===== src/rtl/spi_ctrl_pkg.sv =====
package spi_ctrl_pkg;

   // register addresses
   localparam logic [2:0] ADDR_MODE = 3'd0;
   localparam logic [2:0] ADDR_DIV  = 3'd1;
   localparam logic [2:0] ADDR_TXD  = 3'd2;
   localparam logic [2:0] ADDR_RXD  = 3'd3;
   localparam logic [2:0] ADDR_EVT  = 3'd4;
   localparam logic [2:0] ADDR_CMD  = 3'd5;

   // event bit positions
   localparam int EV_NE  = 0;
   localparam int EV_TE  = 1;
   localparam int EV_FD  = 2;
   localparam int EV_MME = 3;
   localparam int EV_OVR = 4;
   localparam int EV_W   = 5;

   localparam int MODE_W = 4;

   typedef struct packed {
      logic cpha;
      logic cpol;
      logic master;
      logic en;
   } mode_t;

endpackage


===== src/rtl/spi_ctrl_sync.sv =====
module spi_ctrl_sync #(
   parameter int          W       = 1,
   parameter int          STAGES  = 2,
   parameter logic [W-1:0] RST_VAL = '0
) (
   input  logic         clk,
   input  logic         rst_n,
   input  logic [W-1:0] d,
   output logic [W-1:0] q
);

   logic [W-1:0] st [STAGES];

   for (genvar i = 0; i < STAGES; i++) begin : g_stage
      if (i == 0) begin : g_first
         always_ff @(posedge clk or negedge rst_n) begin
            if (!rst_n) st[0] <= RST_VAL;
            else        st[0] <= d;
         end
      end else begin : g_next
         always_ff @(posedge clk or negedge rst_n) begin
            if (!rst_n) st[i] <= RST_VAL;
            else        st[i] <= st[i-1];
         end
      end
   end

   assign q = st[STAGES-1];

endmodule


===== src/rtl/spi_ctrl_baud.sv =====
module spi_ctrl_baud #(
   parameter int DIV_W = 4
) (
   input  logic             clk,
   input  logic             rst_n,
   input  logic             run,
   input  logic [DIV_W-1:0] div,
   output logic             tick
);

   logic             pre;
   logic [DIV_W-1:0] cnt;

   // half-rate prescale, then a (div+1) counter on the prescaled pulses
   always_ff @(posedge clk or negedge rst_n) begin
      if (!rst_n) begin
         pre <= 1'b0;
         cnt <= '0;
      end else if (!run) begin
         pre <= 1'b0;
         cnt <= '0;
      end else begin
         pre <= ~pre;
         if (pre) cnt <= (cnt == div) ? '0 : cnt + 1'b1;
      end
   end

   assign tick = run & pre & (cnt == div);

endmodule


===== src/rtl/spi_ctrl_shift.sv =====
module spi_ctrl_shift #(
   parameter int W = 8
) (
   input  logic         clk,
   input  logic         rst_n,
   input  logic         clr,
   input  logic         load,
   input  logic [W-1:0] load_data,
   input  logic         cpha,
   input  logic         lead,
   input  logic         trail,
   input  logic         din,
   output logic         dout,
   output logic         done,
   output logic [W-1:0] rx_word
);

   localparam int            EC_W    = $clog2(2 * W);
   localparam logic [EC_W-1:0] EC_LAST = EC_W'(2 * W - 1);

   logic [EC_W-1:0] ecnt;
   logic [W-1:0]    tx_sh;
   logic [W-1:0]    rx_sh;
   logic            advance, sample, last;

   assign advance = cpha ? (lead && ecnt != '0) : trail;
   assign sample  = cpha ? trail : lead;
   assign last    = trail && (ecnt == EC_LAST);

   always_ff @(posedge clk or negedge rst_n) begin
      if (!rst_n) begin
         ecnt  <= '0;
         tx_sh <= '0;
         rx_sh <= '0;
         done  <= 1'b0;
      end else if (clr) begin
         ecnt <= '0;
         done <= 1'b0;
      end else if (load) begin
         tx_sh <= load_data;
         ecnt  <= '0;
         done  <= 1'b0;
      end else begin
         if (lead || trail) ecnt <= last ? '0 : ecnt + 1'b1;
         if (advance)       tx_sh <= {tx_sh[W-2:0], 1'b0};
         if (sample)        rx_sh <= {rx_sh[W-2:0], din};
         done <= last;
      end
   end

   assign dout    = tx_sh[W-1];
   assign rx_word = rx_sh;

endmodule


===== src/rtl/spi_ctrl.sv =====
module spi_ctrl
   import spi_ctrl_pkg::*;
#(
   parameter int CHAR_W      = 8,
   parameter int DIV_W       = 4,
   parameter int SYNC_STAGES = 2
) (
   input  logic              clk,
   input  logic              rst_n,
   input  logic              bus_we,
   input  logic [2:0]        bus_addr,
   input  logic [CHAR_W-1:0] bus_wdata,
   output logic [CHAR_W-1:0] bus_rdata,
   input  logic              sclk_i,
   output logic              sclk_o,
   output logic              sclk_oe,
   input  logic              mosi_i,
   output logic              mosi_o,
   output logic              mosi_oe,
   input  logic              miso_i,
   output logic              miso_o,
   output logic              miso_oe,
   input  logic              sel_n_i
);

   if (CHAR_W < EV_W)     begin : g_bad_char   $error("CHAR_W too narrow for event register"); end
   if (CHAR_W < DIV_W)    begin : g_bad_div    $error("DIV_W exceeds register width"); end
   if (DIV_W < 1)         begin : g_bad_divw   $error("DIV_W must be at least 1"); end
   if (SYNC_STAGES < 1)   begin : g_bad_sync   $error("SYNC_STAGES must be at least 1"); end

   mode_t             mode;
   logic [DIV_W-1:0]  div;
   logic [CHAR_W-1:0] tx_hold, rxd, rx_word, load_data;
   logic [EV_W-1:0]   evt, evt_set, evt_clr;
   logic              tx_full, last_pend, cur_last, busy, lvl;
   logic              sclk_s, mosi_s, sel_s, sclk_prev, sel_prev;
   logic              is_master, is_slave, fault, tick;
   logic              m_lead, m_trail, s_act, s_lead, s_trail, s_fall;
   logic              lead, trail, din, dout, done;
   logic              m_load, s_load, load, take, clr;
   logic              cfg_cpol;

   // pin synchronizers: select resets inactive (high)
   spi_ctrl_sync #(.W(3), .STAGES(SYNC_STAGES), .RST_VAL(3'b100)) u_sync (
      .clk   (clk),
      .rst_n (rst_n),
      .d     ({sel_n_i, mosi_i, sclk_i}),
      .q     ({sel_s, mosi_s, sclk_s})
   );

   assign is_master = mode.en & mode.master;
   assign is_slave  = mode.en & ~mode.master;
   assign fault     = is_master & ~sel_s;
   assign cfg_cpol  = mode.cpol;

   spi_ctrl_baud #(.DIV_W(DIV_W)) u_baud (
      .clk   (clk),
      .rst_n (rst_n),
      .run   (busy & ~done),
      .div   (div),
      .tick  (tick)
   );

   assign m_lead  = tick & ~lvl;
   assign m_trail = tick & lvl;

   assign s_act   = is_slave & ~sel_s;
   assign s_lead  = s_act & (sclk_s ^ mode.cpol) & ~(sclk_prev ^ mode.cpol);
   assign s_trail = s_act & ~(sclk_s ^ mode.cpol) & (sclk_prev ^ mode.cpol);
   assign s_fall  = sel_prev & ~sel_s;

   assign lead  = is_master ? m_lead  : s_lead;
   assign trail = is_master ? m_trail : s_trail;
   assign din   = is_master ? miso_i  : mosi_s;

   assign m_load    = is_master & ~fault & tx_full & (~busy | done);
   assign s_load    = s_act & (s_fall | done);
   assign load      = m_load | s_load;
   assign take      = load & tx_full;
   assign load_data = tx_full ? tx_hold : '0;
   assign clr       = ~mode.en | fault | (is_slave & sel_s);

   spi_ctrl_shift #(.W(CHAR_W)) u_shift (
      .clk       (clk),
      .rst_n     (rst_n),
      .clr       (clr),
      .load      (load),
      .load_data (load_data),
      .cpha      (mode.cpha),
      .lead      (lead),
      .trail     (trail),
      .din       (din),
      .dout      (dout),
      .done      (done),
      .rx_word   (rx_word)
   );

   // pin edge history
   always_ff @(posedge clk or negedge rst_n) begin
      if (!rst_n) begin
         sclk_prev <= 1'b0;
         sel_prev  <= 1'b1;
      end else begin
         sclk_prev <= sclk_s;
         sel_prev  <= sel_s;
      end
   end

   // master character sequencing and clock level
   always_ff @(posedge clk or negedge rst_n) begin
      if (!rst_n) begin
         busy <= 1'b0;
         lvl  <= 1'b0;
      end else begin
         if (!is_master || fault) busy <= 1'b0;
         else if (m_load)         busy <= 1'b1;
         else if (done)           busy <= 1'b0;

         if (!busy)     lvl <= 1'b0;
         else if (tick) lvl <= ~lvl;
      end
   end

   // event set/clear
   always_comb begin
      evt_set          = '0;
      evt_set[EV_NE]   = done & ~evt[EV_NE];
      evt_set[EV_OVR]  = done & evt[EV_NE];
      evt_set[EV_TE]   = take;
      evt_set[EV_FD]   = done & cur_last;
      evt_set[EV_MME]  = fault;
      evt_clr          = (bus_we && bus_addr == ADDR_EVT) ? bus_wdata[EV_W-1:0] : '0;
   end

   // configuration, holding and receive registers
   always_ff @(posedge clk or negedge rst_n) begin
      if (!rst_n) begin
         mode      <= '0;
         div       <= '0;
         tx_hold   <= '0;
         tx_full   <= 1'b0;
         rxd       <= '0;
         evt       <= '0;
         last_pend <= 1'b0;
         cur_last  <= 1'b0;
      end else begin
         evt <= (evt & ~evt_clr) | evt_set;

         if (done && !evt[EV_NE]) rxd <= rx_word;

         if (load) cur_last <= tx_full & last_pend;
         if (take) begin
            tx_full   <= 1'b0;
            last_pend <= 1'b0;
         end

         if (bus_we) begin
            case (bus_addr)
               ADDR_MODE: mode <= mode_t'(bus_wdata[MODE_W-1:0]);
               ADDR_DIV:  div  <= bus_wdata[DIV_W-1:0];
               ADDR_TXD: begin
                  tx_hold <= bus_wdata;
                  tx_full <= 1'b1;
               end
               ADDR_CMD:  if (bus_wdata[0]) last_pend <= 1'b1;
               default: ;
            endcase
         end

         if (fault) mode.en <= 1'b0;
      end
   end

   always_comb begin
      bus_rdata = '0;
      case (bus_addr)
         ADDR_MODE: bus_rdata[MODE_W-1:0] = mode;
         ADDR_DIV:  bus_rdata[DIV_W-1:0]  = div;
         ADDR_RXD:  bus_rdata             = rxd;
         ADDR_EVT:  bus_rdata[EV_W-1:0]   = evt;
         default: ;
      endcase
   end

   assign sclk_o  = mode.cpol ^ lvl;
   assign sclk_oe = is_master;
   assign mosi_o  = dout;
   assign mosi_oe = is_master;
   assign miso_o  = dout;
   assign miso_oe = s_act;

endmodule


===== config.mk =====
export PLATFORM = sky130hd
export DESIGN_NAME = spi_ctrl
export DESIGN_NICKNAME = d
export VERILOG_FILES = /design/src/rtl/spi_ctrl_pkg.sv /design/src/rtl/spi_ctrl_sync.sv /design/src/rtl/spi_ctrl_baud.sv /design/src/rtl/spi_ctrl_shift.sv /design/src/rtl/spi_ctrl.sv
export SDC_FILE = /design/constraint.sdc
export NUM_CORES = 1
export LEC_CHECK = 0
export CAP_MARGIN = 20
export CORE_ASPECT_RATIO = 2
export CORE_MARGIN = 4
export CORE_UTILIZATION = 45
export CTS_CLUSTER_SIZE = 25
export DETAILED_ROUTE_END_ITERATION = 16
export GPL_TIMING_DRIVEN = 0
export PLACE_DENSITY = 0.65
export REMOVE_ABC_BUFFERS = 1
export SYNTH_ARGS = -nofsm -noshare
export SYNTH_HDL_FRONTEND = slang
export SYNTH_HIERARCHICAL = 1
export SYNTH_SLANG_ARGS = --single-unit

===== constraint.sdc =====
create_clock -name clk -period 4.2 [get_ports clk]
set_input_delay 0.63 -clock clk [delete_from_list [all_inputs] [get_ports clk]]
set_output_delay 0.63 -clock clk [all_outputs]
set_load 0.01 [all_outputs]

== Word level (Yosys, flattened, before mapping) ==
Index checks and enable logic that the tools add are counted.

* Shift-type cells: 0
* Eq/ne operators: 9
* Reduce and logical (&&, ||, !) cells: 21
* Div/mod/pow operators: 0
* Bitwise operators: 48
* Mux-type cells: 37
* Add/sub/neg operators: 2
* Multipliers: 0
* Order comparisons: 0

{| class="wikitable"
|+ Operator list
! cell !! count
|-
| $mux 4 || 7
|-
| $and 1x1->1 || 24
|-
| $mux 8 || 3
|-
| $mux 1 || 23
|-
| $pmux 4 s4 || 1
|-
| $not 1->1 || 13
|-
| $reduce_and 2->1 || 5
|-
| $add 4x1->4 const B || 2
|-
| $eq 3x2->1 const B || 2
|-
| $eq 3x3->1 const B || 2
|-
| $reduce_bool 2->1 || 3
|-
| $reduce_bool 3->1 || 2
|-
| $and 5x5->5 || 1
|-
| $mux 5 || 1
|-
| $not 5->5 || 1
|-
| $or 1x1->1 || 5
|-
| $or 5x5->5 || 1
|-
| $eq 4x4->1 || 1
|-
| $eq 4x4->1 const B || 1
|-
| $logic_and 1x1->1 || 4
|-
| $reduce_bool 4->1 || 1
|-
| $eq 3x1->1 const B || 1
|-
| $logic_not 3->1 || 1
|-
| $mux 3 || 1
|-
| other kinds (7) || 11
|}

* Bits in read-only memories: 0
* Input bits: 18
* Memories: 0
* Output and inout bits: 14
* Logic and storage cells: 140
* Memory bits (writable): 0
* Register bits after elaboration: 68
* Latch bits: 0

== Logic depth before layout (Yosys ltp) ==
* Word-level depth: 12
* Depth in mapped cells: 10
* Gate-level depth less buffers: 9

== Cells and area by module ==
The synthesis kept the hierarchy.

{| class="wikitable"
|+ Modules (own cells, without submodules)
! module !! sequential area each (sq um) !! area each (sq um) !! cells an instance !! instances
|-
| spi_ctrl || 902.1 || 1811.7 || 155 || 1
|-
| spi_ctrl_shift || 525.5 || 1014.7 || 82 || 1
|-
| spi_ctrl_baud || 125.1 || 286.5 || 29 || 1
|-
| spi_ctrl_sync || 152.6 || 175.2 || 9 || 1
|}

== Worst setup path before layout ==
Ideal clock, no wire load.

* Path type: register to register
* Start: register u_baud.cnt[1]
* End: register u_shift.rx_sh[0] (netlist: u_shift/rx_word[0])
* Path slack: 1.834 ns
* Arrival time: 2.241 ns
* Cell stages (with the launch flop): 9
* Clock period less this slack: 2.366 ns
* Path buffers: 0
* Data required time: 4.075 ns
* Library setup time: 0.125 ns
* Cell sequence: dfrtp_1 -> xor2_1 -> nor4_2 -> and3_1 -> nand2_1 -> o22ai_1 -> mux2i_1 -> nor2_4 -> mux2_2

* Longest elaborated chain between the ends: 6
* Elaborated cells on any way between the ends: 8
* Those cells by class: 1 x eq/ne; 3 x mux; 3 x bitwise; 1 x reduce/logical

{| class="wikitable"
|+ Ends and longest elaborated chain
! what !! line !! source
|-
| start: declaration || spi_ctrl_baud.sv:12 || <nowiki>logic [DIV_W-1:0] cnt;</nowiki>
|-
| start signal: assignment || spi_ctrl_baud.sv:24 || <nowiki>if (pre) cnt <= (cnt == div) ? '0 : cnt + 1'b1;</nowiki>
|-
| $eq 4x4->1 || spi_ctrl_baud.sv:28 || <nowiki>assign tick = run & pre & (cnt == div);</nowiki>
|-
| $and 1x1->1 || spi_ctrl_baud.sv:28 ||
|-
| named net tick || spi_ctrl.sv:37 || <nowiki>logic is_master, is_slave, fault, tick;</nowiki>
|-
| $and 1x1->1 || spi_ctrl.sv:64 || <nowiki>assign m_lead = tick & ~lvl;</nowiki>
|-
| $mux 1 || spi_ctrl.sv:72 || <nowiki>assign lead = is_master ? m_lead : s_lead;</nowiki>
|-
| named net lead || spi_ctrl.sv:39 || <nowiki>logic lead, trail, din, dout, done;</nowiki>
|-
| $mux 1 || spi_ctrl_shift.sv:27 || <nowiki>assign sample = cpha ? trail : lead;</nowiki>
|-
| $reduce_and 3->1 (no source line) || n/a ||
|-
| end signal: assignment || spi_ctrl_shift.sv:46 || <nowiki>if (sample) rx_sh <= {rx_sh[W-2:0], din};</nowiki>
|-
| end: declaration || spi_ctrl_shift.sv:23 || <nowiki>logic [W-1:0] rx_sh;</nowiki>
|}

The timed path passes the listed nets, and every way through them passes these cells.
A chain may end at the register's enable or synchronous reset.

== Final worst setup path ==
* Start: input port bus_addr[0]
* End: output port bus_rdata[1]

* Longest elaborated chain between the ends: 2
* Elaborated cells on any way between the ends: 5
* Those cells by class: 3 x eq/ne; 1 x mux; 1 x reduce/logical

{| class="wikitable"
|+ Ends and longest elaborated chain
! what !! line !! source
|-
| start: declaration || spi_ctrl.sv:11 || <nowiki>input logic [2:0] bus_addr,</nowiki>
|-
| $eq 3x3->1, or another cell as far along || spi_ctrl.sv:176 || <nowiki>case (bus_addr)</nowiki>
|-
| $pmux 4 s4 (*) || spi_ctrl.sv:176 ||
|-
| end: declaration || spi_ctrl.sv:13 || <nowiki>output logic [CHAR_W-1:0] bus_rdata,</nowiki>
|}

Every way passes the cells marked *; elsewhere a longest branch is shown, timed or not.

==> results.md <==
* Final hold vios at 0
* Routed Antenna Nets at 0
* Row cnt at 43
* CTS tree: done
* Mapped Area at 3290 sq um
* # fillers at 624
* Hold-fix buffers, CTS at 0
* DR pass1 iterations at 4
* Seq/Total Area, Yosys at 51.9%
* Pwr Total at 1810 uW
* Ys flop type: dfrtp_1
* First-pass GRT wire length at 11000 um
* Placer Congestion at 0.781
* Compound-Gate Fraction of Synth Area at 8.64%
* Multi-input gate area at 1450 sq um
* R2r setup slk at 1.18 ns
* Hold crit path type: reg2reg
* Crit start category: input pin
* Finished Core Util at 55.5%
* Rel. slew slack at 43.5%
* Commonest non-fill, non-tap cell in the layout: dfrtp_1
* CP endpoint kind: primary output
* #FFs+latches synth at 68
* Synth top area share at 49.5%
* Max_cap viols at 0
* Cell area power density at 463 nW/um^2
* Syn Area/Cell at 12.0 sq um
* Layout area overhead at 18.9%
* Longest Clk Path Bufs at 2
* Status: completed
* GR Util All Layers at 17.2%
* GR Util met3 at 4.80%
* Area share of fa/ha/maj cells after synthesis at 1.14%
* Nets at 323
* Number of cells on the worst reg-to-reg path at 8
* Die width at 68.4 um
* N_diodes at 0
* Synth area leaders: dfrtp_1, mux2_2, nand2_1
* Most frequent cells in the layout: dfrtp_1, mux2_2, clkdlybuf4s50_1, nand2_1, nor2_1
* Most Crowded Layer GR: met2
* Setup_tns at 0 ns
* Post-DP Area at 3620 sq um
* Starting Density at 46.7%
* DRT iter0 DRCs at 91
* Met1 Use GR at 19.6%
* RR Endpoint: u_shift/rx_word[3]
* Detailed-route DRC error count at 0
* Vias in the first global route at 2275
* Clock transition at the registers of the reported paths at 0.05 ns
* Initial antenna violation count at 0
* Setup bufs post-CTS at 0
* Die Y-Extent at 129 um
* Largest net degree at the start of global routing at 69
* Critical path class: in2out
* Endpoints failing setup at 0
* Total clock sinks at 68
* Met2 Usage GRT at 28.3%
* Worst-skew pair later-pin latency at 0.33 ns
* Max rail drop VDD at 0.000285 V
* Simple-Gate Fraction of Synth Area at 13.9%
* Port Buffers at 31
* Via count at 2100
* Grt ovf at 0
* Hold path depth at 0
* Worst hold start: u_sync/st[4]
* Post-Synthesis Cells at 275
* Root Driver: clkbuf_16
* Worst clock skew at 0.00479 ns
* Final period util at 79.9%
* Ys async rst share at 100%
* Layout cells sized above 1 at 24.8%
* CTS H-tree lvls at 3
* Cts bufs inserted at 9
* Post-Synth XOR/XNOR Area at 2.13%
* Hold Path Sink: u_sync/q[1]
* FMAX at 0.298 GHz
* Num ports at 32
* RSZ-0062 raised after global routing: no
* Leakage at 0.00176 uW
* Post-DP HPWL at 4750 um
* Total Wirelength at 6590 um
* EDFF count, synth at 0
* Leading area contributor after synthesis: dfrtp_1
* Post-cts resize count at 0
* Die Area at 8820 sq um
* Worst-Margin Slew at 0.848 ns
* Cell variety after synth at 48
* Vias per cell at 5.30
* Core area at 7050 sq um
* Pins Over Slew Limit at 0
* Reg area at 1710 sq um
* Fin crit period at 3.35 ns
* Ys Warns at 6
* Worst Path Required at 3.57 ns
* CP Max Fanout at 15
* Reg-to-reg critical path startpoint: u_baud/cnt[1]
* Drt wl/cell at 16.7 um
* Post-synthesis mux area share at 18.2%
* Largest family of logic cells by synthesized area: multiplexers
* Arrival time at the worst endpoint at 2.72 ns
* Cell area after layout at 3910 sq um
-- final cells by class --
| class | instances | share of cell area (%) |
|---|---|---|
| well taps | 90 | 2.88 |
| clock inverters | 2 | 0.896 |
| multi-input cells | 181 | 37.2 |
| clock buffers | 13 | 6.40 |
| flip-flops and latches | 68 | 43.6 |
| inverters | 10 | 0.960 |
| repair buffers | 32 | 8.06 |
-- worst max-delay path by stage --
stage | cells past startpoint | endpoint | start | slack, ns
floorplan | 8 | u_shift/rx_word[0] | u_baud/cnt[1] | 1.69
global placement | 1 | u_shift/rx_word[5] | rst_n | 0.16
detailed placement | 5 | bus_rdata[1] | bus_addr[0] | 0.87
CTS | 5 | bus_rdata[1] | bus_addr[0] | 0.89
global route | 5 | bus_rdata[1] | bus_addr[0] | 0.66
finish | 5 | bus_rdata[1] | bus_addr[0] | 0.85
-- cell usage after synthesis (all sizes together), types with 3 or more instances --
| library cell | n |
|---|---|
| nor2b | 5 |
| a22o | 4 |
| o21a | 3 |
| and2 | 12 |
| xor2 | 7 |
| mux2i | 7 |
| dfrtp | 65 |
| mux2 | 47 |
| a22oi | 3 |
| nor2 | 15 |
| a21oi | 6 |
| nand3 | 9 |
| inv | 10 |
| o21ai | 9 |
| clkbuf | 4 |
| buf | 12 |
| nand2 | 22 |
| dfstp | 3 |
| ha | 3 |
| o22ai | 4 |
-- cell families after synthesis --
kind of cell    Yosys count
xor+xnor                  8
simple gates             79
mux                      54
fa+ha+maj                 3
flops                    68
buf+inv                  26
compound gates           37
-- registers in the layout, indices dropped and copies added (netlist names), 3 cells and up --
signal,cells
div,4
evt,5
mode,3
rxd,8
tx_hold,8
u_baud/cnt,4
u_shift/ecnt,4
u_shift/rx_word,8
u_shift/tx_sh,8
u_sync/q,3
u_sync/st,3
-- power by group --
group          switching, uW  leakage [uW]  internal, uW
logic                    130      0.000742           152
registers               74.9      0.000881           730
clock network            252      0.000140           471
total                    457       0.00176          1350
-- per-layer routing --
metal  routed length [um]  up-vias
met5                    0        -
met4                  240        0
met3                  241       15
met2                 3500       33
met1                 2610     1040
li1                     -     1012
-- per-stage QoR --
step / worst slack [ns] / cells / hold slack [ns]
global placement: 0.163 / 380 / 0.332
global route: 0.663 / 396 / 0.362
finish: 0.846 / 396 / 0.349
floorplan: 1.69 / 259 / 0.331
CTS: 0.887 / 396 / 0.353
detailed placement: 0.874 / 381 / 0.342
-- critical path: stages --
cell	delay [ns]
clkdlybuf4s50_1	0.73
nor2_1	0.37
a22oi_1	0.13
o21ai_0	0.27
clkdlybuf4s50_1	0.59
Note: power is estimated with default switching activity, not from simulation.
